<file path="src/rtl/eta_pkg.sv">
package eta_pkg;

  typedef enum logic [1:0] {
    RES_NONE     = 2'd0,
    RES_HIT      = 2'd1,
    RES_TAG_MISS = 2'd2,
    RES_XLT_MISS = 2'd3
  } res_kind_e;

  // lowest set bit position of a match vector (0 when empty)
  function automatic int unsigned lowest_set(input logic [31:0] v);
    int unsigned r;
    r = 0;
    for (int i = 31; i >= 0; i--) begin
      if (v[i]) r = i;
    end
    return r;
  endfunction

  // translation miss dominates a tag miss
  function automatic res_kind_e classify(input logic valid, input logic xlt_hit,
                                         input logic tag_hit);
    if (!valid)        return RES_NONE;
    else if (!xlt_hit) return RES_XLT_MISS;
    else if (!tag_hit) return RES_TAG_MISS;
    else               return RES_HIT;
  endfunction

endpackage

</file>
<file path="src/rtl/eta_xlt_copy.sv">
module eta_xlt_copy #(
  parameter int ENTRIES = 4,
  parameter int VPN_W   = 8,
  parameter int PPN_W   = 8,
  localparam int SLOT_W = (ENTRIES > 1) ? $clog2(ENTRIES) : 1
) (
  input  logic              clk,
  input  logic              rst_n,
  input  logic [VPN_W-1:0]  rd_vpn,
  input  logic              wr_en,
  input  logic [SLOT_W-1:0] wr_slot,
  input  logic              wr_valid,
  input  logic [VPN_W-1:0]  wr_vpn,
  input  logic [PPN_W-1:0]  wr_ppn,
  output logic              hit,
  output logic [PPN_W-1:0]  ppn
);
  import eta_pkg::*;

  logic [ENTRIES-1:0] vld_q;
  logic [ENTRIES-1:0] slot_block;
  logic [ENTRIES-1:0] slot_match;
  logic [PPN_W-1:0]   ppn_arr [ENTRIES];

  for (genvar s = 0; s < ENTRIES; s++) begin : g_slot
    logic [VPN_W-1:0] vpn_q;
    logic [PPN_W-1:0] ppn_q;
    logic             sel;

    assign sel           = wr_en && (wr_slot == SLOT_W'(s));
    assign slot_block[s] = sel;
    assign slot_match[s] = vld_q[s] && (vpn_q == rd_vpn) && !slot_block[s];
    assign ppn_arr[s]    = ppn_q;

    always_ff @(posedge clk or negedge rst_n) begin
      if (!rst_n)   vld_q[s] <= 1'b0;
      else if (sel) vld_q[s] <= wr_valid;
    end

    always_ff @(posedge clk) begin
      if (sel) begin
        vpn_q <= wr_vpn;
        ppn_q <= wr_ppn;
      end
    end

    // an invalidating write clears the slot
    p_slot_inval_r8: assert property (@(posedge clk) disable iff (!rst_n)
      (wr_en && wr_slot == SLOT_W'(s) && !wr_valid) |=> !vld_q[s]);
  end

  logic [SLOT_W-1:0] pick;
  assign pick = SLOT_W'(lowest_set(32'(slot_match)));
  assign hit  = |slot_match;
  assign ppn  = hit ? ppn_arr[pick] : '0;

  // a blocked slot never contributes to the search
  p_slot_block_r10: assert property (@(posedge clk) disable iff (!rst_n)
    (wr_en && hit) |-> (pick != wr_slot));

endmodule

</file>
<file path="src/rtl/eta_tag_copy.sv">
module eta_tag_copy #(
  parameter int NUM_WAYS = 2,
  parameter int IDX_W    = 2,
  parameter int PPN_W    = 8,
  localparam int SETS    = 1 << IDX_W,
  localparam int WAY_W   = (NUM_WAYS > 1) ? $clog2(NUM_WAYS) : 1
) (
  input  logic                clk,
  input  logic                rst_n,
  input  logic [IDX_W-1:0]    rd_set,
  input  logic [PPN_W-1:0]    rd_tag,
  input  logic                wr_en,
  input  logic [IDX_W-1:0]    wr_set,
  input  logic [WAY_W-1:0]    wr_way,
  input  logic                wr_valid,
  input  logic [PPN_W-1:0]    wr_tag,
  output logic [NUM_WAYS-1:0] way_match,
  output logic [NUM_WAYS-1:0] way_block
);

  for (genvar w = 0; w < NUM_WAYS; w++) begin : g_way
    logic [SETS-1:0]  vld_q;
    logic [PPN_W-1:0] tag_q [SETS];
    logic             way_sel;

    // per-way replacement enable, then the write decoder's set select
    assign way_sel      = wr_en && (wr_way == WAY_W'(w));
    assign way_block[w] = way_sel && (wr_set == rd_set);
    assign way_match[w] = vld_q[rd_set] && (tag_q[rd_set] == rd_tag) && !way_block[w];

    always_ff @(posedge clk or negedge rst_n) begin
      if (!rst_n)       vld_q <= '0;
      else if (way_sel) vld_q[wr_set] <= wr_valid;
    end

    always_ff @(posedge clk) begin
      if (way_sel) tag_q[wr_set] <= wr_tag;
    end

    // an invalidating write clears the entry
    p_way_inval_r8: assert property (@(posedge clk) disable iff (!rst_n)
      (wr_en && wr_way == WAY_W'(w) && !wr_valid) |=> !vld_q[$past(wr_set)]);

    // a validating write sets the entry
    p_way_fill_r8: assert property (@(posedge clk) disable iff (!rst_n)
      (wr_en && wr_way == WAY_W'(w) && wr_valid) |=> vld_q[$past(wr_set)]);
  end

endmodule

</file>
<file path="src/rtl/eta_lookup_top.sv">
module eta_lookup_top #(
  parameter int NUM_WAYS    = 2,
  parameter int IDX_W       = 2,
  parameter int XLT_ENTRIES = 4,
  parameter int VPN_W       = 8,
  parameter int PPN_W       = 8,
  localparam int WAY_W      = (NUM_WAYS > 1) ? $clog2(NUM_WAYS) : 1,
  localparam int SLOT_W     = (XLT_ENTRIES > 1) ? $clog2(XLT_ENTRIES) : 1
) (
  input  logic              clk,
  input  logic              rst_n,
  input  logic              lk_valid,
  input  logic [IDX_W-1:0]  lk_set,
  input  logic [VPN_W-1:0]  lk_vpn,
  input  logic              tg_wr_en,
  input  logic [IDX_W-1:0]  tg_wr_set,
  input  logic [WAY_W-1:0]  tg_wr_way,
  input  logic              tg_wr_valid,
  input  logic [PPN_W-1:0]  tg_wr_tag,
  input  logic              xl_wr_en,
  input  logic [SLOT_W-1:0] xl_wr_slot,
  input  logic              xl_wr_valid,
  input  logic [VPN_W-1:0]  xl_wr_vpn,
  input  logic [PPN_W-1:0]  xl_wr_ppn,
  output logic              rs_valid,
  output logic              rs_hit,
  output logic [WAY_W-1:0]  rs_way,
  output logic [PPN_W-1:0]  rs_ppn,
  output logic              rs_tag_miss,
  output logic              rs_xlt_miss
);
  import eta_pkg::*;

  // internal events brought out for the checks
  logic                xlt_hit;
  logic [PPN_W-1:0]    xlt_ppn;
  logic [NUM_WAYS-1:0] way_match;
  logic [NUM_WAYS-1:0] way_block;
  logic                tag_hit;
  logic [WAY_W-1:0]    hit_way;
  res_kind_e           kind_d;

  eta_xlt_copy #(
    .ENTRIES (XLT_ENTRIES),
    .VPN_W   (VPN_W),
    .PPN_W   (PPN_W)
  ) u_xlt (
    .clk      (clk),
    .rst_n    (rst_n),
    .rd_vpn   (lk_vpn),
    .wr_en    (xl_wr_en),
    .wr_slot  (xl_wr_slot),
    .wr_valid (xl_wr_valid),
    .wr_vpn   (xl_wr_vpn),
    .wr_ppn   (xl_wr_ppn),
    .hit      (xlt_hit),
    .ppn      (xlt_ppn)
  );

  eta_tag_copy #(
    .NUM_WAYS (NUM_WAYS),
    .IDX_W    (IDX_W),
    .PPN_W    (PPN_W)
  ) u_tag (
    .clk       (clk),
    .rst_n     (rst_n),
    .rd_set    (lk_set),
    .rd_tag    (xlt_ppn),
    .wr_en     (tg_wr_en),
    .wr_set    (tg_wr_set),
    .wr_way    (tg_wr_way),
    .wr_valid  (tg_wr_valid),
    .wr_tag    (tg_wr_tag),
    .way_match (way_match),
    .way_block (way_block)
  );

  assign tag_hit = xlt_hit && (|way_match);
  assign hit_way = WAY_W'(lowest_set(32'(way_match)));
  assign kind_d  = classify(lk_valid, xlt_hit, tag_hit);

  always_ff @(posedge clk or negedge rst_n) begin
    if (!rst_n) begin
      rs_valid    <= 1'b0;
      rs_hit      <= 1'b0;
      rs_tag_miss <= 1'b0;
      rs_xlt_miss <= 1'b0;
      rs_way      <= '0;
      rs_ppn      <= '0;
    end else begin
      rs_valid    <= lk_valid;
      rs_hit      <= (kind_d == RES_HIT);
      rs_tag_miss <= (kind_d == RES_TAG_MISS);
      rs_xlt_miss <= (kind_d == RES_XLT_MISS);
      rs_way      <= (kind_d == RES_HIT) ? hit_way : '0;
      rs_ppn      <= (kind_d == RES_HIT || kind_d == RES_TAG_MISS) ? xlt_ppn : '0;
    end
  end

  // result follows the lookup by one clock
  p_result_lag_r2: assert property (@(posedge clk) disable iff (!rst_n)
    lk_valid |=> rs_valid);
  p_no_result_r2: assert property (@(posedge clk) disable iff (!rst_n)
    !lk_valid |=> !rs_valid);
  p_quiet_idle_r2: assert property (@(posedge clk) disable iff (!rst_n)
    !rs_valid |-> (!rs_hit && !rs_tag_miss && !rs_xlt_miss && rs_way == '0 && rs_ppn == '0));

  // exactly one outcome per result
  p_one_outcome_r7: assert property (@(posedge clk) disable iff (!rst_n)
    rs_valid |-> ($countones({rs_hit, rs_tag_miss, rs_xlt_miss}) == 1));

  // translation miss carries no page or way
  p_xlt_miss_clean_r4: assert property (@(posedge clk) disable iff (!rst_n)
    rs_xlt_miss |-> (rs_ppn == '0 && rs_way == '0));

  // a way written in the lookup cycle is never reported as the hit way
  p_conflict_block_r9: assert property (@(posedge clk) disable iff (!rst_n)
    (lk_valid && tg_wr_en && tg_wr_set == lk_set)
      |=> !(rs_hit && rs_way == $past(tg_wr_way)));

  // blocking and matching of a way are exclusive
  p_block_excl_r9: assert property (@(posedge clk) disable iff (!rst_n)
    (way_block & way_match) == '0);

endmodule

</file>
<file path="config.mk">
export PLATFORM = sky130hd
export DESIGN_NAME = eta_lookup_top
export DESIGN_NICKNAME = d
export VERILOG_FILES = /design/src/rtl/eta_pkg.sv /design/src/rtl/eta_xlt_copy.sv /design/src/rtl/eta_tag_copy.sv /design/src/rtl/eta_lookup_top.sv
export SDC_FILE = /design/constraint.sdc
export NUM_CORES = 1
export LEC_CHECK = 0
export ABC_AREA = 1
export BUFFER_PORTS_ARGS = -buffer_cell sky130_fd_sc_hd__buf_2
export CELL_PAD_IN_SITES_DETAIL_PLACEMENT = 0
export CELL_PAD_IN_SITES_GLOBAL_PLACEMENT = 1
export CORE_ASPECT_RATIO = 0.6
export CORE_MARGIN = 3
export CORE_UTILIZATION = 51
export DETAILED_ROUTE_END_ITERATION = 7
export GPL_TIMING_DRIVEN = 0
export PLACE_DENSITY_LB_ADDON = 0.1
export SYNTH_ARGS = -nofsm -noshare
export SYNTH_HDL_FRONTEND = slang
export SYNTH_SLANG_ARGS = --single-unit
</file>
<file path="constraint.sdc">
create_clock -name clk -period 3.99 [get_ports clk]
set_clock_uncertainty 0.1 [all_clocks]
set_input_delay 0.798 -clock clk [delete_from_list [all_inputs] [get_ports clk]]
set_output_delay 0.798 -clock clk [all_outputs]
set_load 0.1 [all_outputs]
</file>
## After elaboration in Yosys (flattened, before gate mapping)

Memory sizes are Yosys's and may differ from the RTL's.
Index checks and enable logic that the tools add are counted.

| storage, ports and cells | value |
|---|---|
| register bits after elaboration | 89 |
| bits in writable memories | 64 |
| input port bits | 46 |
| output and inout bits | 13 |
| logic and storage cells | 100 |
| memories | 2 |

| operators by class | value |
|---|---|
| $lt $le $gt $ge | 4 |
| eq/ne operators | 13 |
| muxes and demuxes | 27 |
| bitwise logic cells | 2 |
| reductions and logical operators | 32 |

Memory list:

| memory | words | width | read ports | clocked after memory_dff | wr ports | line | text |
|---|---|---|---|---|---|---|---|
| u_tag.g_way[0].tag_q | 4 | 8 | 1 | 0 | 1 | eta_tag_copy.sv:23 | `logic [PPN_W-1:0] tag_q [SETS];` |
| u_tag.g_way[1].tag_q | 4 | 8 | 1 | 0 | 1 | eta_tag_copy.sv:23 |  |

Operator list:

| operator | count |
|---|---|
| equality test 8 bit | 6 |
| two-way mux 8 bit | 4 |
| logical AND 1 bit | 22 |
| binary-select mux 8 bit (select 2 bit) | 1 |
| two-way mux 2 bit | 7 |
| two-way mux 1 bit | 10 |
| bitwise mux 4 bit | 2 |
| equality test 2 bit, second input constant | 4 |
| zero test 1 bit | 6 |
| < comparator 2 x 3 -> 1 bit, second input constant | 2 |
| binary-select mux 1 bit (select 2 bit) | 2 |
| equality test 2 x 1 -> 1 bit, second input constant | 2 |
| OR reduction 4 bit | 1 |
| >= comparator 3 bit, second input constant | 1 |
| NOT 2 -> 3 bit | 1 |
| demux 1 bit (select 2 bit) | 1 |
| equality test 2 bit | 1 |
| >= comparator 2 x 1 -> 1 bit, second input constant | 1 |
| zero test 2 bit | 1 |
| OR reduction 2 bit | 1 |
| logical OR 1 bit | 1 |
| NOT 1 bit | 1 |

## Depth between registers and ports, before layout

| depth | value |
|---|---|
| depth in word-level cells | 24 |
| depth in mapped cells | 22 |
| mapped depth without buffers | 20 |

## Cells and area by module

From an unflattened synthesis, not the netlist that was laid out.

| second synthesis, totals | value |
|---|---|
| cell total of the unflattened synthesis | 682 |
| area total of the unflattened synthesis | 7009.2 µm² |

Modules (own cells, without submodules):

| module | instances | cells an instance | area each (µm²) | sequential area each (µm²) |
|---|---|---|---|---|
| eta_xlt_copy | 1 | 331 | 3349.5 | 2021.9 |
| eta_tag_copy | 1 | 310 | 3211.8 | 2122.0 |
| eta_lookup_top | 1 | 41 | 447.9 | 325.3 |

## Least setup slack after synthesis

No wires, ideal clock.

| path | value |
|---|---|
| path kind | input-to-reg |
| start point | input xl_wr_slot[1] |
| end point | register rs_tag_miss |
| library setup time | 0.121 ns |
| data arrival time | 2.931 ns |
| data required time | 3.769 ns |
| slack | 0.839 ns |
| cell stages on the path | 14 |
| buffers on the path | 0 |
| cells stage by stage | nor3_2 -> nor2_1 -> nand4_4 -> nand2_2 -> nor2_4 -> nand3_1 -> nand2_2 -> nand2_2 -> nand2_1 -> nand2_1 -> nor2_1 -> nand3_1 -> o21ai_1 -> nor2_1 |

| on the way | value |
|---|---|
| word-level cells in the longest chain between the ends | 22 |
| elaborated cells on any way between the ends | 38 |
| those cells by class | eq/ne: 6; mux: 11; bitwise: 1; reduce/logical: 20 |

RTL lines:

| item | line | text |
|---|---|---|
| start: declaration | eta_lookup_top.sv:21 | `input logic [SLOT_W-1:0] xl_wr_slot,` |
| equality test 2 bit | eta_xlt_copy.sv:30 | `assign sel = wr_en && (wr_slot == SLOT_W'(s));` |
| logical AND 1 bit | eta_xlt_copy.sv:30 |  |
| zero test 1 bit | eta_xlt_copy.sv:32 | `assign slot_match[s] = vld_q[s] && (vpn_q == rd_vpn) && !slot_block[s];` |
| logical AND 1 bit | eta_xlt_copy.sv:32 |  |
| two-way mux 2 bit (4 in a row) | eta_pkg.sv:15 | `if (v[i]) r = i;` |
| NOT 2 -> 3 bit (implied by the code) | eta_xlt_copy.sv:55 | `assign ppn = hit ? ppn_arr[pick] : '0;` |
| binary-select mux 8 bit (select 2 bit) | eta_xlt_copy.sv:55 |  |
| two-way mux 8 bit (implied by the code) (2 in a row) | eta_xlt_copy.sv:55 |  |
| two-way mux 8 bit | eta_xlt_copy.sv:55 |  |
| equality test 8 bit | eta_tag_copy.sv:29 | `assign way_match[w] = vld_q[rd_set] && (tag_q[rd_set] == rd_tag) && !way_block[w];` |
| logical AND 1 bit (2 in a row) | eta_tag_copy.sv:29 |  |
| OR reduction 2 bit | eta_lookup_top.sv:78 | `assign tag_hit = xlt_hit && (\|way_match);` |
| logical AND 1 bit | eta_lookup_top.sv:78 |  |
| two-way mux 2 bit | eta_pkg.sv:25 | `else if (!tag_hit) return RES_TAG_MISS;` |
| two-way mux 2 bit * | eta_pkg.sv:24 | `else if (!xlt_hit) return RES_XLT_MISS;` |
| two-way mux 2 bit * | eta_pkg.sv:23 | `if (!valid) return RES_NONE;` |
| equality test 2 bit * | eta_lookup_top.sv:93 | `rs_tag_miss <= (kind_d == RES_TAG_MISS);` |
| end signal: assignment | eta_lookup_top.sv:93 |  |
| end: declaration | eta_lookup_top.sv:29 | `output logic rs_tag_miss,` |

Every way passes the cells marked *; elsewhere a longest branch is shown, timed or not. The select of a mux whose other input is x is not followed.
A chain may end at the register's enable or synchronous reset.

## Final worst setup path

| path | value |
|---|---|
| start point | input xl_wr_slot[1] |
| end point | register rs_tag_miss |

| on the way | value |
|---|---|
| elaborated cells on any way between the ends | 38 |
| those cells by class | eq/ne: 6; mux: 11; bitwise: 1; reduce/logical: 20 |

RTL lines:

| item | line | text |
|---|---|---|
| zero test 2 bit * | eta_xlt_copy.sv:30 |  |
| logical AND 1 bit * | eta_xlt_copy.sv:30 |  |
| named net u_xlt.g_slot[0].sel | eta_xlt_copy.sv:28 | `logic sel;` |
| zero test 1 bit * | eta_xlt_copy.sv:32 |  |
| logical AND 1 bit * | eta_xlt_copy.sv:32 |  |
| two-way mux 2 bit | eta_pkg.sv:15 |  |
| NOT 2 -> 3 bit (implied by the code) | eta_xlt_copy.sv:55 |  |
| binary-select mux 8 bit (select 2 bit) | eta_xlt_copy.sv:55 |  |
| [... 3 more ...] | - |  |
| equality test 8 bit | eta_tag_copy.sv:29 |  |
| logical AND 1 bit (2 in a row) | eta_tag_copy.sv:29 |  |
| OR reduction 2 bit | eta_lookup_top.sv:78 |  |
| logical AND 1 bit | eta_lookup_top.sv:78 |  |
| two-way mux 2 bit | eta_pkg.sv:25 |  |
| two-way mux 2 bit * | eta_pkg.sv:24 |  |
| two-way mux 2 bit * | eta_pkg.sv:23 |  |
| equality test 2 bit * | eta_lookup_top.sv:93 |  |

The timed path passes the listed nets; every way through them passes the cells marked *. The select of a mux whose other input is x is not followed.

==> summary.md <==
| Metric | Value |
|---|---|
| Hold Crit Class | `in -> async` |
| Sequential share of the synthesized area | `0.666` |
| Stages on the worst setup path | `15` |
| Resized Gates After CTS | `0` |
| Status | `finished, final reports clean` |
| Root Buffer | `clkbuf_16` |
| Xor-xnor portion of the synthesized cell area | `0.0339` |
| Setup_tns | `0 ps` |
| H-tree Lvls | `4` |
| Die Ht | `~95 um` |
| Horiz. Die Dim | `154 um` |
| Tmin final | `3010 ps` |
| CTS tree | `built` |
| Least-Margin Pin Slew | `just over 1000 ps` |
| Mapped cell area | `0.00671 mm2` |
| Cell count after synthesis | `a little under 600` |
| Share of the synthesized area in the top cell type | `0.573` |
| Worst path required time | `4190 ps` |
| 1st-iter DRT viols | `418` |
| Sw Share | `0.238` |
| Initial core utilization | `0.539` |
| Gr busiest metal | `met1` |
| RSZ-0062 raised after global routing | `false` |
| Clock Tree Buf Depth | `2` |
| Crit path from | `xl_wr_slot[1]` |
| P_sw | `868 uW` |
| Crit path capture | `rs_tag_miss` |
| Reg-to-reg endpoint | `rs_tag_miss` |
| Comb power frac | `0.082` |
| Slew Limit Headroom | `0.310` |
| Inserted Diodes | `0` |
| 1st-pass router iterations | `6` |
| Global-route wire length before repair | `24200 um` |
| Core area | `between 0.01 and 0.015 mm2` |
| Adder-cell area share of the yosys netlist | `0` |
| Largest stage delay on the critical path | `320 ps` |
| Distinct cells, synth | `34` |
| Rows | `31` |
| Crit Path Class | `in -> reg` |
| FF+latch count, synth | `153` |
| Number of global-route vias before repair | `4350` |
| GRT Util Overall | `0.224` |
| Critical R2R Launch | `u_xlt.g_slot[1].vpn_q[4]` |
| Syn nets | `roughly 640` |
| Clock Latency Late Sink | `420 ps` |
| DP HPWL | `11200 um` |
| Top cells by area, synth | `edfxtp_1 57%, dfrtp_1 9.3%, nand2_1 5.8%` |
| Avg Cell Area, Syn | `11.2 um2` |
| Total global routing overflow | `0` |
| Period utilisation layout | `0.755` |
| Arr. time, crit path | `around 3200 ps` |
| Layout overhead on the synthesized area | `17.2%` |
| Pleak | `approximately 3.2 nW` |
| Clock slew at reported path FFs | `approximately 60 ps` |
| Hold_ws | `280 ps` |
| Layout net count | `slightly above 700` |
| Top FF cell, synth | `edfxtp_1` |
| Final Hold Vio Count | `0` |
| Max-slew violations | `0` |
| Ratio of cells with drive above 1 in the final layout | `0.215` |
| IO Pins | `59` |
| Met3 usage | `0.0591` |
| Leading area contributor after synthesis | `edfxtp_1` |
| Cell Pwr Density | `463 mW/mm2` |
| Yosys warns | `0` |
| Vias post-DR | `4548` |
| MaxCap Viol Count | `0` |
| Main combinational cell family by area after synthesis | `simple AND/OR/NAND/NOR gates` |
| Maximum vdd drop | `0.367 mV` |
| Clock sink count | `~150` |
| Final setup violating endpoints | `0` |
| Largest net degree at the start of global routing | `26` |
| Post-synth top cells | `128 x edfxtp_1, 103 x nand2_1, 65 x nor2_1` |
| Routed len/inst | `18.3 um` |
| PortBufs | `51` |
| CP Max Fanout | `17` |
| Routability cong. | `roughly 0.86` |
| Routed WL | `between 15000 and 20000 um` |
| Postcts setup bufs | `0` |
| Post-Synth Simple-Gate Area | `0.181` |
| Worst Path Buf+Inv | `4` |
| Clock share of power | `0.412` |
| Drt drc | `0` |
| Sequential Power Share | `0.505` |
| Met1 Usage GRT | `0.346` |
| Hold buffers post-CTS | `0` |
| Mux cell area share after synthesis | `0` |
| Post-DRT Antenna Nets | `0` |
| CTS buffer count | `17` |
| Asr flop ratio synth | `0.163` |
| Post-synth EDFFs | `about 130` |
| Fraction of the mapped netlist area in compound gates | `0.0597` |
| Reg2Reg Depth | `17` |
| Total design power | `3.64 mW` |
| DR vias/cell | `5.35` |
| Critical Path End Type | `flip-flop` |
| Most frequent cell after synthesis | `edfxtp_1` |
| Achievable clock frequency | `332 MHz` |
| Slowest stage cell on the critical path | `nor3_4` |
| Util after Layout | `0.631` |
| DIE AREA | `0.0146 mm2` |
| GR Layer Usage met2 | `0.317` |
| Cell family with most CP delay | `simple AND/OR/NAND/NOR gates` |
| Crit path launch type | `input port` |
| Int Pwr | `2.77 mW` |
| Worst path most repeated cell | `nor2_1` |
| R2r setup slk | `roughly 1300 ps` |
| Antenna violations before repair | `0` |
| Critical Path, Cell by Cell | `buf_2 > nor3_4 > buf_16 > nor2_1 > nand4_4 > nand2_2 > nor2_1 > inv_2 > buf_2 > nand3b_1 > nand2_1 > nor2_1 > nand3_1 > o21ai_1 > nor2_1` |
==> metrics by stage <==
| stage | worst slack [ps] | cell area, um2 | instances |
|---|---|---|---|
| CTS | 1040 | 7860 | 850 |
| floorplan | 839 | 6710 | 597 |
| global route | 719 | 7860 | 850 |
| finish | 977 | 7860 | 850 |
| detailed placement | 600 | 7310 | 818 |
| global placement | -429 | 7170 | 813 |
==> sequential cells by signal (all words and copies together) (netlist names), 4 cells and up <==
register            cells
u_tag.g_way.tag_q      64
u_tag.g_way.vld_q       8
rs_ppn                  8
u_xlt.g_slot.ppn_q     32
u_xlt.g_slot.vpn_q     32
u_xlt.vld_q             4
==> routing by layer <==
metal / up-vias / routed length, um
li1: 2176 / -
met1: 2179 / 7620
met2: 184 / 6510
met3: 9 / 1290
met4: 0 / 101
met5: - / 0
==> cell families (layout without fill, tap and decap cells) <==
logic type / Yosys count / after routing
xor+xnor: 26 / 26
flops: 153 / 153
buf+inv: 89 / 177
compound gates: 72 / 72
simple gates: 257 / 257
==> placed cells by master, fill, tap and decap left out, types with 4 or more instances in the layout <==
master      count
inv_1          58
nand3_2         5
buf_6           8
nand3_1        34
nand2_2        14
buf_4           5
a32oi_1         4
xnor2_1        12
o22ai_1        11
nor3_2          8
clkbuf_1       10
nor2_2          5
buf_2          54
a21oi_1        18
nand2_1       103
nor2_1         65
inv_2           8
o21ai_0        34
edfxtp_1      128
clkinvlp_4      5
clkbuf_16      17
nand3b_1       14
dfrtp_1        25
xor2_1         14
==> worst register-to-register path: stages (launching register included) <==
cell	delay, ps
edfxtp_1	380
xnor2_1	190
nand2_1	110
nor2_2	130
nand4_2	170
nand2_4	190
nand2_4	100
buf_6	160
nand2_1	60
nand3_1	100
nand2_2	100
nand2_2	60
nand2_1	100
nand2_1	60
nor2_1	200
nand3_1	150
o21ai_1	190
nor2_1	70
==> power by group through the flow <==
| stage | combinational (mW) | sequential (mW) | clock [mW] |
|---|---|---|---|
| floorplan | 0.170 | 1.88 | 0 |
| global placement | 0.277 | 1.87 | 0 |
| detailed placement | 0.297 | 1.87 | 0 |
| CTS | 0.299 | 1.84 | 1.52 |
| global route | 0.333 | 1.85 | 1.60 |
| finish | 0.300 | 1.84 | 1.50 |
==> layout make-up <==
type | count | area, um2
sequential | 153 | 4470
inverter | 67 | 251
timing repair buffer | 56 | 340
multi-input combinational | 355 | 1900
buffer | 22 | 146
fill | 1003 | 4590
clock inverter | 14 | 124
clock buffer | 18 | 429
tap | 165 | 206
==> how the worst min path moves through the flow <==
| stage | slack (ps) | cells after the start | to | from |
|---|---|---|---|---|
| floorplan | 350 | 2 | u_xlt.vld_q[3] | u_xlt.vld_q[3] |
| global placement | 370 | 2 | u_xlt.vld_q[3] | u_xlt.vld_q[3] |
| detailed placement | 380 | 2 | u_xlt.vld_q[2] | u_xlt.vld_q[2] |
| CTS | 290 | 1 | rs_ppn[1] | rst_n |
| global route | 320 | 1 | rs_ppn[1] | rst_n |
| finish | 280 | 1 | rs_ppn[1] | rst_n |
No activity file was read; power rests on OpenSTA's default activity.
